## config.mk

```make
export PLATFORM = sky130hd
export DESIGN_NAME = usb_out_rxbuf
export DESIGN_NICKNAME = d
export VERILOG_FILES = /design/src/rtl/usb_rxbuf_pkg.sv /design/src/rtl/rxbuf_mem.sv /design/src/rtl/rxbuf_wr_ctrl.sv /design/src/rtl/rxbuf_own_ctrl.sv /design/src/rtl/rxbuf_rd_port.sv /design/src/rtl/usb_out_rxbuf.sv
export SDC_FILE = /design/constraint.sdc
export NUM_CORES = 1
export LEC_CHECK = 0
export BUFFER_PORTS_ARGS = -buffer_cell sky130_fd_sc_hd__buf_2
export CAP_MARGIN = 20
export CORE_AREA = 2 2 183 275
export DETAILED_ROUTE_END_ITERATION = 16
export DIE_AREA = 0 0 185 277
export PLACE_DENSITY = 0.65
export SYNTH_ARGS = -nofsm -noshare
export SYNTH_HDL_FRONTEND = slang
export SYNTH_HIERARCHICAL = 1
export SYNTH_SLANG_ARGS = --single-unit
```

## constraint.sdc

```tcl
create_clock -name clk -period 6.8 [get_ports clk]
set_clock_uncertainty 0.1 [all_clocks]
set_input_delay 0.68 -clock clk [delete_from_list [all_inputs] [get_ports clk]]
set_output_delay 0.68 -clock clk [all_outputs]
set_load 0.01 [all_outputs]
```

## src/rtl/usb_rxbuf_pkg.sv

```systemverilog
// Shared types for the OUT endpoint receive buffer.
// Assumes: a single buffer with exactly two possible owners.
package usb_rxbuf_pkg;
    typedef enum logic {
        OWN_ENG = 1'b0,
        OWN_FW  = 1'b1
    } buf_owner_e;
endpackage

```

## src/rtl/rxbuf_mem.sv

```systemverilog
// Byte storage for the receive buffer: one synchronous write port and one
// asynchronous read port.
// Assumes: waddr is in range whenever we is high; contents are not reset.
module rxbuf_mem #(
    parameter int DEPTH = 64,
    parameter int DW    = 8,
    localparam int AW   = (DEPTH > 1) ? $clog2(DEPTH) : 1
) (
    input  logic          clk,
    input  logic          we,
    input  logic [AW-1:0] waddr,
    input  logic [DW-1:0] wdata,
    input  logic [AW-1:0] raddr,
    output logic [DW-1:0] rdata
);
    logic [DW-1:0] mem [DEPTH];

    // Store an engine byte at the write position.
    always_ff @(posedge clk) begin
        if (we) mem[waddr] <= wdata;
    end

    // Present the byte at the read position.
    assign rdata = mem[raddr];
endmodule

```

## src/rtl/rxbuf_wr_ctrl.sv

```systemverilog
// Engine-side write control: tracks the write position, flags overflow and
// decides whether an end strobe accepts the packet.
// Assumes: engine traffic is ignored while firmware owns the buffer; a byte
// strobed together with the end strobe belongs to the packet.
module rxbuf_wr_ctrl #(
    parameter int DEPTH = 64,
    localparam int AW   = (DEPTH > 1) ? $clog2(DEPTH) : 1,
    localparam int CW   = $clog2(DEPTH + 1)
) (
    input  logic          clk,
    input  logic          rst_n,
    input  logic          eng_wr,
    input  logic          eng_end,
    input  logic          eng_good,
    input  logic          own_fw,
    output logic          we,
    output logic [AW-1:0] waddr,
    output logic          accept,
    output logic [CW-1:0] acc_len,
    output logic          ovf
);
    logic [CW-1:0] wr_ptr;
    logic          ovf_q;
    logic          active;
    logic          full;
    logic          ovf_wr;

    // Decode this cycle's write, overflow and acceptance.
    always_comb begin
        active  = !own_fw;
        full    = (wr_ptr == CW'(DEPTH));
        we      = active && eng_wr && !full;
        ovf_wr  = active && eng_wr && full;
        accept  = active && eng_end && eng_good && !(ovf_q || ovf_wr);
        acc_len = wr_ptr + CW'(we);
        waddr   = AW'(wr_ptr);
    end

    // Advance or rewind the write position and track overflow.
    always_ff @(posedge clk) begin
        if (!rst_n) begin
            wr_ptr <= '0;
            ovf_q  <= 1'b0;
        end else if (active && eng_end) begin
            wr_ptr <= '0;
            ovf_q  <= 1'b0;
        end else begin
            if (we)     wr_ptr <= wr_ptr + 1'b1;
            if (ovf_wr) ovf_q  <= 1'b1;
        end
    end

    assign ovf = ovf_q;

    // While firmware owns the buffer the writer is idle at the start.
    assert_wr_idle_R6: assert property (@(posedge clk) disable iff (!rst_n)
        own_fw |-> (wr_ptr == '0 && !ovf_q));

    // Overflow stays flagged until the packet ends.
    assert_ovf_hold_R8: assert property (@(posedge clk) disable iff (!rst_n)
        (ovf_q && !eng_end) |=> ovf_q);

    // The write position never passes the buffer size.
    assert_wr_bound_R9: assert property (@(posedge clk) disable iff (!rst_n)
        wr_ptr <= CW'(DEPTH));
endmodule

```

## src/rtl/rxbuf_own_ctrl.sv

```systemverilog
// Ownership control: holds the owner flag, the accepted byte count and the
// self-clearing release bit.
// Assumes: a release requested while firmware owns the buffer executes in the
// cycle after the request.
module rxbuf_own_ctrl
    import usb_rxbuf_pkg::*;
#(
    parameter int DEPTH = 64,
    localparam int CW   = $clog2(DEPTH + 1)
) (
    input  logic          clk,
    input  logic          rst_n,
    input  logic          accept,
    input  logic [CW-1:0] acc_len,
    input  logic          fw_rel_set,
    output logic          own_fw,
    output logic [CW-1:0] count,
    output logic          rel_q
);
    buf_owner_e owner_q;
    logic [CW-1:0] count_q;

    // Hand the buffer over on acceptance and back on release.
    always_ff @(posedge clk) begin
        if (!rst_n) begin
            owner_q <= OWN_ENG;
            count_q <= '0;
            rel_q   <= 1'b0;
        end else if (rel_q) begin
            owner_q <= OWN_ENG;
            count_q <= '0;
            rel_q   <= 1'b0;
        end else if (owner_q == OWN_FW) begin
            if (fw_rel_set) rel_q <= 1'b1;
        end else if (accept) begin
            owner_q <= OWN_FW;
            count_q <= acc_len;
        end
    end

    assign own_fw = (owner_q == OWN_FW);
    assign count  = count_q;

    // An accepted packet moves the buffer to firmware with its length.
    assert_accept_hands_R2: assert property (@(posedge clk) disable iff (!rst_n)
        accept |=> (own_fw && count_q == $past(acc_len)));

    // The count never exceeds the buffer size.
    assert_count_range_R2: assert property (@(posedge clk) disable iff (!rst_n)
        count_q <= CW'(DEPTH));

    // The release bit is set for one cycle only.
    assert_rel_selfclear_R4: assert property (@(posedge clk) disable iff (!rst_n)
        rel_q |=> !rel_q);

    // A release returns the buffer and clears the count.
    assert_rel_frees_R4: assert property (@(posedge clk) disable iff (!rst_n)
        rel_q |=> (!own_fw && count_q == '0));

    // The release bit is only ever set while firmware owns the buffer.
    assert_rel_owned_R5: assert property (@(posedge clk) disable iff (!rst_n)
        rel_q |-> own_fw);

    // Firmware ownership and count hold until a release executes.
    assert_fw_hold_R6: assert property (@(posedge clk) disable iff (!rst_n)
        (own_fw && !rel_q) |=> (own_fw && $stable(count_q)));
endmodule

```

## src/rtl/rxbuf_rd_port.sv

```systemverilog
// Firmware data port: each valid read strobe latches the byte at the read
// position and advances it.
// Assumes: reads are honoured only while firmware owns the buffer, no release
// is executing, and unread bytes remain.
module rxbuf_rd_port #(
    parameter int DEPTH = 64,
    parameter int DW    = 8,
    localparam int AW   = (DEPTH > 1) ? $clog2(DEPTH) : 1,
    localparam int CW   = $clog2(DEPTH + 1)
) (
    input  logic          clk,
    input  logic          rst_n,
    input  logic          own_fw,
    input  logic          rel_q,
    input  logic [CW-1:0] count,
    input  logic          fw_rd,
    input  logic [DW-1:0] mem_rdata,
    output logic [AW-1:0] raddr,
    output logic [DW-1:0] rdata
);
    logic [CW-1:0] rd_ptr;
    logic          can_rd;

    // Decide whether the read strobe is honoured this cycle.
    assign can_rd = own_fw && !rel_q && fw_rd && (rd_ptr < count);
    assign raddr  = AW'(rd_ptr);

    // Latch the byte and step the read position; rewind on release.
    always_ff @(posedge clk) begin
        if (!rst_n) begin
            rd_ptr <= '0;
            rdata  <= '0;
        end else if (rel_q) begin
            rd_ptr <= '0;
        end else if (can_rd) begin
            rdata  <= mem_rdata;
            rd_ptr <= rd_ptr + 1'b1;
        end
    end

    // The read position never passes the stored length.
    assert_rd_bound_R3: assert property (@(posedge clk) disable iff (!rst_n)
        rd_ptr <= count);

    // Read data changes only as the result of an honoured read.
    assert_rdata_hold_R3: assert property (@(posedge clk) disable iff (!rst_n)
        !can_rd |=> $stable(rdata));
endmodule

```

## src/rtl/usb_out_rxbuf.sv

```systemverilog
// OUT endpoint receive buffer shared by a USB packet engine and firmware.
// Connects storage, the engine writer, ownership control and the firmware
// read port.
// Assumes: one endpoint; serial decoding and CRC are done upstream and show
// up only as the status on the end strobe.
module usb_out_rxbuf #(
    parameter int DEPTH = 64,
    parameter int DW    = 8,
    localparam int AW   = (DEPTH > 1) ? $clog2(DEPTH) : 1,
    localparam int CW   = $clog2(DEPTH + 1)
) (
    input  logic          clk,
    input  logic          rst_n,
    input  logic          eng_wr,
    input  logic [DW-1:0] eng_data,
    input  logic          eng_end,
    input  logic          eng_good,
    output logic          eng_nak,
    output logic          eng_ovf,
    input  logic          fw_rd,
    output logic [DW-1:0] fw_rdata,
    output logic [CW-1:0] fw_count,
    output logic          fw_pkt_ready,
    input  logic          fw_rel_set,
    output logic          fw_rel_bit
);
    logic          we;
    logic [AW-1:0] waddr;
    logic [AW-1:0] raddr;
    logic [DW-1:0] mem_rdata;
    logic          accept;
    logic [CW-1:0] acc_len;
    logic          own_fw;
    logic          rel_q;
    logic [CW-1:0] count;

    rxbuf_mem #(.DEPTH(DEPTH), .DW(DW)) u_mem (
        .clk   (clk),
        .we    (we),
        .waddr (waddr),
        .wdata (eng_data),
        .raddr (raddr),
        .rdata (mem_rdata)
    );

    rxbuf_wr_ctrl #(.DEPTH(DEPTH)) u_wr (
        .clk      (clk),
        .rst_n    (rst_n),
        .eng_wr   (eng_wr),
        .eng_end  (eng_end),
        .eng_good (eng_good),
        .own_fw   (own_fw),
        .we       (we),
        .waddr    (waddr),
        .accept   (accept),
        .acc_len  (acc_len),
        .ovf      (eng_ovf)
    );

    rxbuf_own_ctrl #(.DEPTH(DEPTH)) u_own (
        .clk        (clk),
        .rst_n      (rst_n),
        .accept     (accept),
        .acc_len    (acc_len),
        .fw_rel_set (fw_rel_set),
        .own_fw     (own_fw),
        .count      (count),
        .rel_q      (rel_q)
    );

    rxbuf_rd_port #(.DEPTH(DEPTH), .DW(DW)) u_rd (
        .clk       (clk),
        .rst_n     (rst_n),
        .own_fw    (own_fw),
        .rel_q     (rel_q),
        .count     (count),
        .fw_rd     (fw_rd),
        .mem_rdata (mem_rdata),
        .raddr     (raddr),
        .rdata     (fw_rdata)
    );

    // Drive the status outputs from ownership state.
    assign eng_nak      = own_fw;
    assign fw_pkt_ready = own_fw;
    assign fw_count     = count;
    assign fw_rel_bit   = rel_q;

    // The engine never sees NAK and overflow together.
    assert_nak_ovf_excl_R8: assert property (@(posedge clk) disable iff (!rst_n)
        !(eng_nak && eng_ovf));
endmodule

```

After elaboration in Yosys (flattened, before gate mapping) --
Memory sizes are Yosys's and may differ from the RTL's. A register that Yosys moved wholly into a read port is not among the register bits. Cells that the tools add are included.
Word-level totals: bits in writable memories 512, bits in registers 24, memories kept 1
Memories:
- u_mem.mem | depth 64, bits a word 8, rd ports 1, clocked after Yosys merged registers in 1, wr ports 1, RTL line rxbuf_mem.sv:16 | logic [DW-1:0] mem [DEPTH];
Operators by class: equality and inequality tests 1, add/sub/neg operators 3, reductions and logical operators 20, bitwise gates (word level) 3, muxes and demuxes 5, magnitude comparators 1
Operator list (count):
- 7-bit by 1-bit adder with 7-bit output (second input constant) | 2
- 1-bit logical AND | 9
- 7-bit by 1-bit adder with 7-bit output | 1
- 7-bit == test (second input constant) | 1
- 7-bit less-than comparator | 1
- 1-bit logical NOT | 5
- 1-bit 2-to-1 mux | 5
- 2-bit AND reduction | 2
- 2-bit OR reduction | 2
- 1-bit inverter | 3
- 3-bit OR reduction | 1
- 1-bit logical OR | 1

Logic depth before layout (Yosys ltp) --
Gate-level depths: netlist of the first run.
depth after elaboration 8, mapped depth 12, depth with buffers taken out 11

By module --
Netlist of the first run, hierarchy kept.
By module, submodules not included:
- rxbuf_mem | sequential area each 15374.7 um^2, cells each 932, area each 20006.7 um^2, times used 1
- rxbuf_rd_port | sequential area each 300.3 um^2, cells each 91, area each 875.8 um^2, times used 1
- rxbuf_wr_ctrl | sequential area each 160.2 um^2, cells each 68, area each 566.8 um^2, times used 1
- rxbuf_own_ctrl | sequential area each 180.2 um^2, cells each 31, area each 322.8 um^2, times used 1
- usb_out_rxbuf | sequential area each 0.0 um^2, cells each 1, area each 7.5 um^2, times used 1

Worst setup path before layout of the first run --
OpenSTA, ideal clock, no wires.
path type flip-flop to flip-flop, start reg u_wr.wr_ptr[0], end mem u_mem.mem[62][0], enable pin, required time 6.330 ns, setup slack 4.138 ns, setup time 0.370 ns, arrival 2.192 ns, cell stages (with the launch flop) 8, clock period less this slack 2.662 ns, cell sequence dfxtp_1 -> inv_1 -> ha_1 -> nor2b_1 -> a21oi_1 -> nor2b_1 -> nand3_1 -> nor2_1
Between the ends: word-level cells in the longest chain between the ends 5
RTL lines:
- from (decl) | RTL line rxbuf_wr_ctrl.sv:22 | logic [CW-1:0] wr_ptr;
- from (signal assigned) | RTL line rxbuf_wr_ctrl.sv:48 | if (we) wr_ptr <= wr_ptr + 1'b1;
- 7-bit == test | RTL line rxbuf_wr_ctrl.sv:31 | full = (wr_ptr == CW'(DEPTH));
- 1-bit logical NOT | RTL line rxbuf_wr_ctrl.sv:32 | we = active && eng_wr && !full;
- 1-bit logical AND | RTL line rxbuf_wr_ctrl.sv:32
- net we | RTL line usb_out_rxbuf.sv:27 | logic we;
- 1-bit 2-to-1 mux | RTL line rxbuf_mem.sv:20 | if (we) mem[waddr] <= wdata;
- 1-bit 2-to-1 mux (not written as such) | RTL line rxbuf_mem.sv:20
- to (decl) | RTL line rxbuf_mem.sv:16
The timed path passes the listed nets, and every way through them passes these cells.

Worst setup path after layout of the first run --
start reg u_wr.wr_ptr[1], end mem u_mem.mem[62][0], enable pin
The elaborated chain is that of the path after synthesis.

==> out/qor.yml, run 1 <==
outcome: "completed"
ys_seq_area_share_pct: 73.53
worst_slew_pin_slew_ps: 1055
r2r-start: "u_wr/wr_ptr[1]"
finalSetupViolCount: 0
drive_gt1_share_pct: 22.91
htree_levels: 2
finalCriticalPeriod_ps: 3992
yosysWarnings: 6
cp.arrival_ps: 4090
drt_iter0_drc: 967
grt_max_degree: 71
port_buffers: 33
synth_xor_area_share_pct: 0.2815
worst-setup-path-type: "reg2reg"
min_to: "u_own/rel_q"
viasPerCell: 5.696
fp.coreArea_mm2: 0.04905
hpwl_um: 29950
r2r_slack_ps: 2810
path_max_fanout: 16
max_slew_margin_pct: 29.64
ir_drop_uv: 215.3
drcViolationCount: 0
die_y_um: 277
finalHoldViolCount: 0
synth_nets: 1149
synth_edf_count: 512
cts_setup_buffers: 0
max_freq_ghz: 0.2505
async_flop_share_pct: 0
final_common_cell: "edfxtp_1"
grt_pass1_wl_um: 71760
io_pins: 34
gp_congestion: 0.8153
clock_path_buffers: 3
totalWireLength_um: 48250
grt-ovfl-total: 0
die_w_um: 185
cts_buffers: 48
synth_compound_area_share_pct: 2.666
synth.area.mux_share_pct: 15.63
p_per_area_mw_per_mm2: 272.5
dieArea_mm2: 0.05125
synth_simple_gate_area_share_pct: 4.929
ys_types: 61
synth_top_flop_cell: "edfxtp_1"
clk_latency_ps: 570
worstReg2RegEnd: "u_mem/mem[62][0]"
row_count: 100
synth_top_family_by_area: "multiplexers"
synth.top_cell.area_share_pct: 70.59
cts_hold_buf: 0
postSynthCellCount: 1123
detail_route.first_pass.iterations: 5
slew_violations: 0
cp-start-kind: "flip-flop"
start_util_pct: 44.41
antenna_left: 0
ys_ff_latch: 544
tritoncts: "yes"
clkSlewWorstSetupHoldPaths_ps: 60
timing.hold.ws_ps: 238.0
whs_path_depth: 3
synth.area.top_cells: "edfxtp_1 71%, mux4_2 13%, dfxtp_1 2.9%"
synth.largest_area_cell: "edfxtp_1"
vias: 10590
reg2regPathDepth: 7
syn_avg_cell_area_um2: 19.39
fin_crit_sh_pct: 58.71
finalSetupTns_ps: 0
final_nets: 1184
wl_per_cell_um: 25.96
cp-end-kind: "flip-flop"
antenna_found_initial: 0
grt_setup_unrepaired: "false"
cap_viol_max_count: 0
min_path_type: "in2reg"
track_usage_pct: 19.26
cts_resized: 0
cellLeakagePower_nw: 7.209
synthesis.area_mm2: 0.02178
diodes: 0
grt_pass1_vias: 10980
area_growth_pct: 10.47
holdCritStartpoint: "fw_rel_set"
yosys.area_share.adder_pct: 0.6319
cts_sinks: 544
mostFrequentLayoutCells: "512 x edfxtp_1, 126 x mux4_2, 100 x nor2_1"
required_ps: 6900
cts-root-buf: "clkbuf_16"
==> sequential cells by signal, summed over array words and instances (netlist names) <==
signal,flops
u_wr/wr_ptr,7
u_rd/rdata,8
u_rd/rd_ptr,7
u_own/count,7
u_own/rel_q,1
u_wr/ovf,1
u_mem/mem,512
u_own/own_fw,1
==> worst max-delay path by stage <==
stage,endpoint,from,slack (ps)
detailed placement,u_mem/mem[62][1],u_wr/wr_ptr[1],2860
global route,u_mem/mem[62][0],u_wr/wr_ptr[1],2630
floorplan,u_mem/mem[62][0],u_wr/wr_ptr[0],4140
finish,u_mem/mem[62][0],u_wr/wr_ptr[1],2810
global placement,u_mem/mem[63][0],u_wr/wr_ptr[1],3090
CTS,u_mem/mem[62][0],u_wr/wr_ptr[1],2860
==> worst max-delay path, cell delays in order (launching register included) <==
cell and delay, ps:
dfxtp_1 640, inv_1 90, ha_1 210, nor2b_1 150
a21oi_1 700, nor2b_1 340, nand3_1 580, nor2_1 810
==> layout make-up <==
type / count / area (um^2)
clock inverter: 28 / 315.3
inverter: 12 / 45.04
fill: 4043 / 24990
timing repair buffer: 54 / 317.8
clock buffer: 60 / 1267
sequential: 544 / 16030
tap: 663 / 829.5
multi-input combinational: 498 / 5258
==> report_power, final <==
group	internal, mW	switching [mW]	total, mW
clock	1.59	1.16	2.75
sequential	3.67	0.00714	3.67
combinational	0.0340	0.0960	0.130
total	5.29	1.27	6.56
==> layer usage <==
layer,wire length (um),global-route usage (%)
met2,24990,33.05
met1,18170,23.88
met4,2477,9.280
met5,0,0
met3,2615,2.775
==> kinds of logic after synthesis <==
family	after synthesis
multiplexers	181
AO/OA/AOI/OAI	78
buffers and inverters	81
adder cells (fa/ha/maj)	11
flip-flops	544
XOR/XNOR	7
AND/OR/NAND/NOR	221
==> synth_stat cells, types with 11 or more instances <==
cell type / number
a21oi_1: 14
buf_2: 13
buf_4: 26
clkbuf_1: 17
dfxtp_1: 32
edfxtp_1: 512
ha_1: 11
inv_1: 12
mux2_2: 13
mux2i_1: 42
mux4_2: 126
nand2_1: 28
nand2b_1: 12
nand3_1: 21
nor2_1: 100
nor2b_1: 24
==> per-stage QoR <==
step / power, mW / setup WS [ps] / util, % / instance area, um^2 / instances
6_report: 6.557 / 2808 / 49.06 / 24060 / 1859
5_1_grt: 6.732 / 2627 / 49.06 / 24060 / 1859
4_1_cts: 6.612 / 2863 / 49.06 / 24060 / 1859
3_5_place_dp: 3.879 / 2861 / 45.83 / 22480 / 1771
3_3_place_gp: 3.874 / 3091 / 45.81 / 22470 / 1769
2_1_floorplan: 3.793 / 4138 / - / 21780 / 1123
(Power assumes the default switching activity.)
==> run 2, diff against run 1 <==
--- a/config.mk
+++ b/config.mk
@@ -10,7 +10,7 @@
 export CORE_AREA = 2 2 183 275
 export DETAILED_ROUTE_END_ITERATION = 16
 export DIE_AREA = 0 0 185 277
-export PLACE_DENSITY = 0.65
+export PLACE_DENSITY = 0.67
 export SYNTH_ARGS = -nofsm -noshare
 export SYNTH_HDL_FRONTEND = slang
 export SYNTH_HIERARCHICAL = 1
==> constraint.sdc (replaced) <==
create_clock -name clk -period 3.4 [get_ports clk]
set_clock_uncertainty 0.1 [all_clocks]
set_input_delay 0.34 -clock clk [delete_from_list [all_inputs] [get_ports clk]]
set_output_delay 0.34 -clock clk [all_outputs]
set_load 0.01 [all_outputs]
==> out/qor.yml, run 2 (synthesis gave the netlist of run 1 again) <==
area_growth_pct: 13.72
largest_reg_flops: 512
track_usage_pct: 20.29
detail_route.first_pass.iterations: 5
top_regs: "u_mem/mem x512, u_rd/rdata x8"
final_common_cell: "edfxtp_1"
largest_register: "u_mem/mem"
path_buf_inv: 1
crit_slowest_cell: "dfxtp_4"
totalWireLength_um: 50330
path_max_fanout: 39
die_w_um: 185
antenna_found_initial: 1
slowest_delay_ps: 690
finalSetupTns_ps: 0
io_pins: 34
finalCriticalPeriod_ps: 3047
worst_slew_pin_slew_ps: 958.1
cp.arrival_ps: 3410
diodes: 0
die_y_um: 277
fp.coreArea_mm2: 0.04905
pwr-share-seq_pct: 56.7
max_freq_ghz: 0.3282
combPwrFrac_pct: 2.0
cp-start-kind: "flip-flop"
cp_cell_sequence: "buf_12, mux4_2, mux4_2, nor2_1, o32ai_1, mux2i_1, nor2b_1"
max_slew_margin_pct: 36.13
viasPerCell: 5.690
clkSlewWorstSetupHoldPaths_ps: 60
final_util_pct: 50.50
cellLeakagePower_nw: 7.685
p_per_area_mw_per_mm2: 522.9
antenna_left: 0
cts-root-buf: "clkbuf_16"
cap_viol_max_count: 0
critPathTopFamily: "multiplexers"
finalSetupViolCount: 0
cts_buffers: 47
drive_gt1_share_pct: 28.66
hpwl_um: 33300
dieArea_mm2: 0.05125
ir_drop_uv: 399.9
gp_congestion: 0.8518
internal_power_mw: 10.42
tritoncts: "yes"
port_buffers: 33
nFillCells: 4008
p_switching_mw: 2.536
required_ps: 3760
grt_setup_unrepaired: "false"
clk_latency_ps: 570
drcViolationCount: 0
cp-end-kind: "flip-flop"
cts_resized: 0
timing.hold.ws_ps: 96.96
netSwitchingFraction_pct: 19.58
grt_pass1_vias: 11440
grt-ovfl-total: 0
worst-setup-path-type: "reg2reg"
clockPowerShare_pct: 41.3
cts_setup_buffers: 0
cts_sinks: 544
vias: 11080
min_path_type: "in2reg"
outcome: "completed"
mostFrequentLayoutCells: "512 x edfxtp_1, 126 x mux4_2, 106 x buf_4"
start_util_pct: 44.41
htree_levels: 2
finalHoldViolCount: 0
fin_crit_sh_pct: 89.63
final_nets: 1275
row_count: 100
drt_iter0_drc: 946
clock_path_buffers: 3
grt_pass1_wl_um: 75100
crit_top_cell: "mux4_2"
wl_per_cell_um: 25.85
slew_violations: 0
grt_max_degree: 65
-- run 2: cell count changes in the layout (fill, tap and decap cells not counted), sizes merged --
cell / change
buf: +90
bufinv: -3
clkbuf: +2
clkinv: -4
clkinvlp: +4
dlygate4sd3: +2
inv: -3
-- run 2: layer usage --
metal	GRT usage (%)	vias up	part of all wire, %
met5	0	-	0
met4	8.608	0	4.3
met3	2.788	108	5.4
met2	36.14	418	54
met1	24.54	5762	36
li1	-	4790	-
-- run 2: worst paths after layout --
check	end	cells past startpoint	slack (ps)	startpoint
setup / recovery	u_rd/rdata[4]	7	350	u_rd/rd_ptr[1]
hold / removal	u_mem/mem[56][5]	1	100	eng_data[5]
setup reg to reg	u_rd/rdata[4]	7	350	u_rd/rd_ptr[1]
hold reg to reg	u_rd/rd_ptr[6]	2	380	u_rd/rd_ptr[6]
-- run 2: cell type report --
type	count	area [um^2]	area share (%)
inverter	12	45.04	0.1819
timing repair buffer	146	1081	4.365
sequential	544	16030	64.71
tap	663	829.5	3.349
clock buffer	62	1305	5.269
multi-input combinational	498	5258	21.23
clock inverter	22	222.7	0.8992
-- run 2: power by group through the flow --
stage	logic [mW]	registers [mW]	clock network (mW)
after floorplan	0.100	7.49	0
after global routing	0.285	7.34	5.67
final	0.263	7.34	5.35
after CTS	0.265	7.34	5.44
after detailed placement	0.263	7.49	0
after global placement	0.254	7.49	0
-- run 2: what timing repair did --
item / in CTS / in global routing
hold endpoints to repair: 2 / 0
setup endpoints to repair: 0 / 0
hold buffers: 2 / 0
-- run 2: per-stage QoR --
step	area, um^2	total power [mW]	cells	worst slack (ps)
floorplan	21780	7.585	1123	737.8
global route	24770	13.29	1947	296.1
CTS	24750	13.04	1946	399.1
finish	24770	12.95	1947	352.7
global placement	23180	7.740	1859	437.9
detailed placement	23200	7.749	1860	403.9
-- run 2: worst register-to-register path, delay by kind of cell (launching register included) --
family          cells  cell delay [ps]
compound gates      1              190
buf+inv             1              330
flops               1              690
mux                 3             1150
simple gates        2              480
==> run 3, diff against run 2 <==
--- a/config.mk
+++ b/config.mk
@@ -7,10 +7,10 @@
 export LEC_CHECK = 0
 export BUFFER_PORTS_ARGS = -buffer_cell sky130_fd_sc_hd__buf_2
 export CAP_MARGIN = 20
-export CORE_AREA = 2 2 183 275
+export CORE_AREA = 2 2 212 214
 export DETAILED_ROUTE_END_ITERATION = 16
-export DIE_AREA = 0 0 185 277
-export PLACE_DENSITY = 0.67
+export DIE_AREA = 0 0 214 216
+export PLACE_DENSITY = 0.73
 export SYNTH_ARGS = -nofsm -noshare
 export SYNTH_HDL_FRONTEND = slang
 export SYNTH_HIERARCHICAL = 1
==> out/qor.yml, run 3 (synthesis gave the netlist of run 1 again) <==
cts-root-buf: "clkbuf_16"
grt_max_degree: 65
finalHoldViolCount: 0
path_max_fanout: 24
crit_slowest_cell: "dfxtp_4"
vias: 11300
required_ps: 3770
cts_hold_buf: 2
post-place-cells: 1790
fin_crit_sh_pct: 85.40
cp-start-kind: "flip-flop"
antenna_left: 0
min_path_type: "in2reg"
grt_setup_unrepaired: "false"
tritoncts: "yes"
io_pins: 34
track_usage_pct: 21.25
hpwl_um: 30140
cp-end-kind: "flip-flop"
cellLeakagePower_nw: 7.810
clk_latency_ps: 580
drt_iter0_drc: 1411
fp.coreArea_mm2: 0.04384
dieArea_mm2: 0.04622
cp.arrival_ps: 3270
mostFrequentLayoutCells: "512 x edfxtp_1, 126 x mux4_2, 108 x buf_4"
port_buffers: 33
cts_buffers: 51
grt-ovfl-total: 0
diodes: 0
ir_drop_uv: 409.5
slowest_delay_ps: 670
slew_violations: 0
drcViolationCount: 0
finalSetupViolCount: 0
final_util_pct: 56.90
grt_pass1_wl_um: 72820
final_nets: 1282
clock_path_buffers: 3
grt_pass1_vias: 11290
final_common_cell: "edfxtp_1"
cap_viol_max_count: 0
p_per_area_mw_per_mm2: 542.0
largest_register: "u_mem/mem"
cts_sinks: 544
largest_reg_flops: 512
clkSlewWorstSetupHoldPaths_ps: 60
worst-setup-path-type: "reg2reg"
detail_route.first_pass.iterations: 5
max_freq_ghz: 0.3444
antenna_found_initial: 1
viasPerCell: 5.976
worst_slew_pin_slew_ps: 1001
die_w_um: 214
stdcell_count: 1890
htree_levels: 2
start_util_pct: 49.68
cts_resized: 0
wl_per_cell_um: 25.79
gp_congestion: 0.7984
max_slew_margin_pct: 33.27
row_count: 77
area_growth_pct: 14.52
finalCriticalPeriod_ps: 2904
finalSetupTns_ps: 0
outcome: "completed"
cts_setup_buffers: 0
die_y_um: 216
drive_gt1_share_pct: 29.28
totalWireLength_um: 48740
top_regs: "u_mem/mem x512, u_rd/rdata x8"
cp_cell_sequence: "buf_4, mux4_2, mux2_2, o221a_2, nor3_1, o32ai_1, mux2i_1, nor2b_1"
-- run 3: cell count changes in the layout (fill, tap and decap cells not counted), moves of 3 or more --
cell	delta
clkbuf_8	-3
clkinv_2	+3
bufinv_16	+5
clkinv_1	+6
clkbuf_16	+4
clkbuf_1	-4
-- run 3: final timing paths --
| path | depth (start not counted) | to | start | slack (ps) |
|---|---|---|---|---|
| setup / recovery | 8 | u_rd/rdata[6] | u_rd/rd_ptr[0] | 500 |
| hold / removal | 1 | u_mem/mem[19][3] | eng_data[3] | 80 |
| setup reg to reg | 8 | u_rd/rdata[6] | u_rd/rd_ptr[0] | 500 |
| hold reg to reg | 2 | u_wr/ovf | u_wr/ovf | 400 |
-- run 3: critical path: cells and delay by family (launching register included) --
family          cells  cell delay, ps
mux                 3             970
flops               1             670
compound gates      2             410
simple gates        2             380
buf+inv             1             280
-- run 3: where the power goes --
part	total (mW)	internal, mW	switching (mW)
Combinational	0.265	0.0803	0.185
Sequential	7.34	7.33	0.00894
Clock	5.91	3.52	2.39
-- run 3: layout make-up --
cell class / count / area, um^2
inverters: 12 / 45.04
flip-flops and latches: 544 / 16030
clock buffers: 59 / 1349
multi-input cells: 498 / 5258
repair buffers: 149 / 1116
well taps: 592 / 740.7
clock inverters: 36 / 405.4
fillers: 3158 / 18890
-- run 3: metal layers --
metal  vias to the layer above  share of wire (%)  global-route usage [%]
met5                         -                  0                       0
met4                         0                3.2                   7.762
met3                        82                8.8                   4.144
met2                       546                 47                   33.11
met1                      5858                 41                   30.13
li1                       4809                  -                       -
-- run 3: through the flow --
stage	hold slack [ps]	worst slack, ps	instance area [um^2]	power [mW]
after CTS	73.94	455.6	24880	13.59
final	84.37	496.4	24940	13.52
after floorplan	338.9	737.8	21780	7.585
after global routing	90.32	304.2	24940	13.86
after global placement	366.3	524.8	23110	7.731
after detailed placement	385.6	444.8	23110	7.742
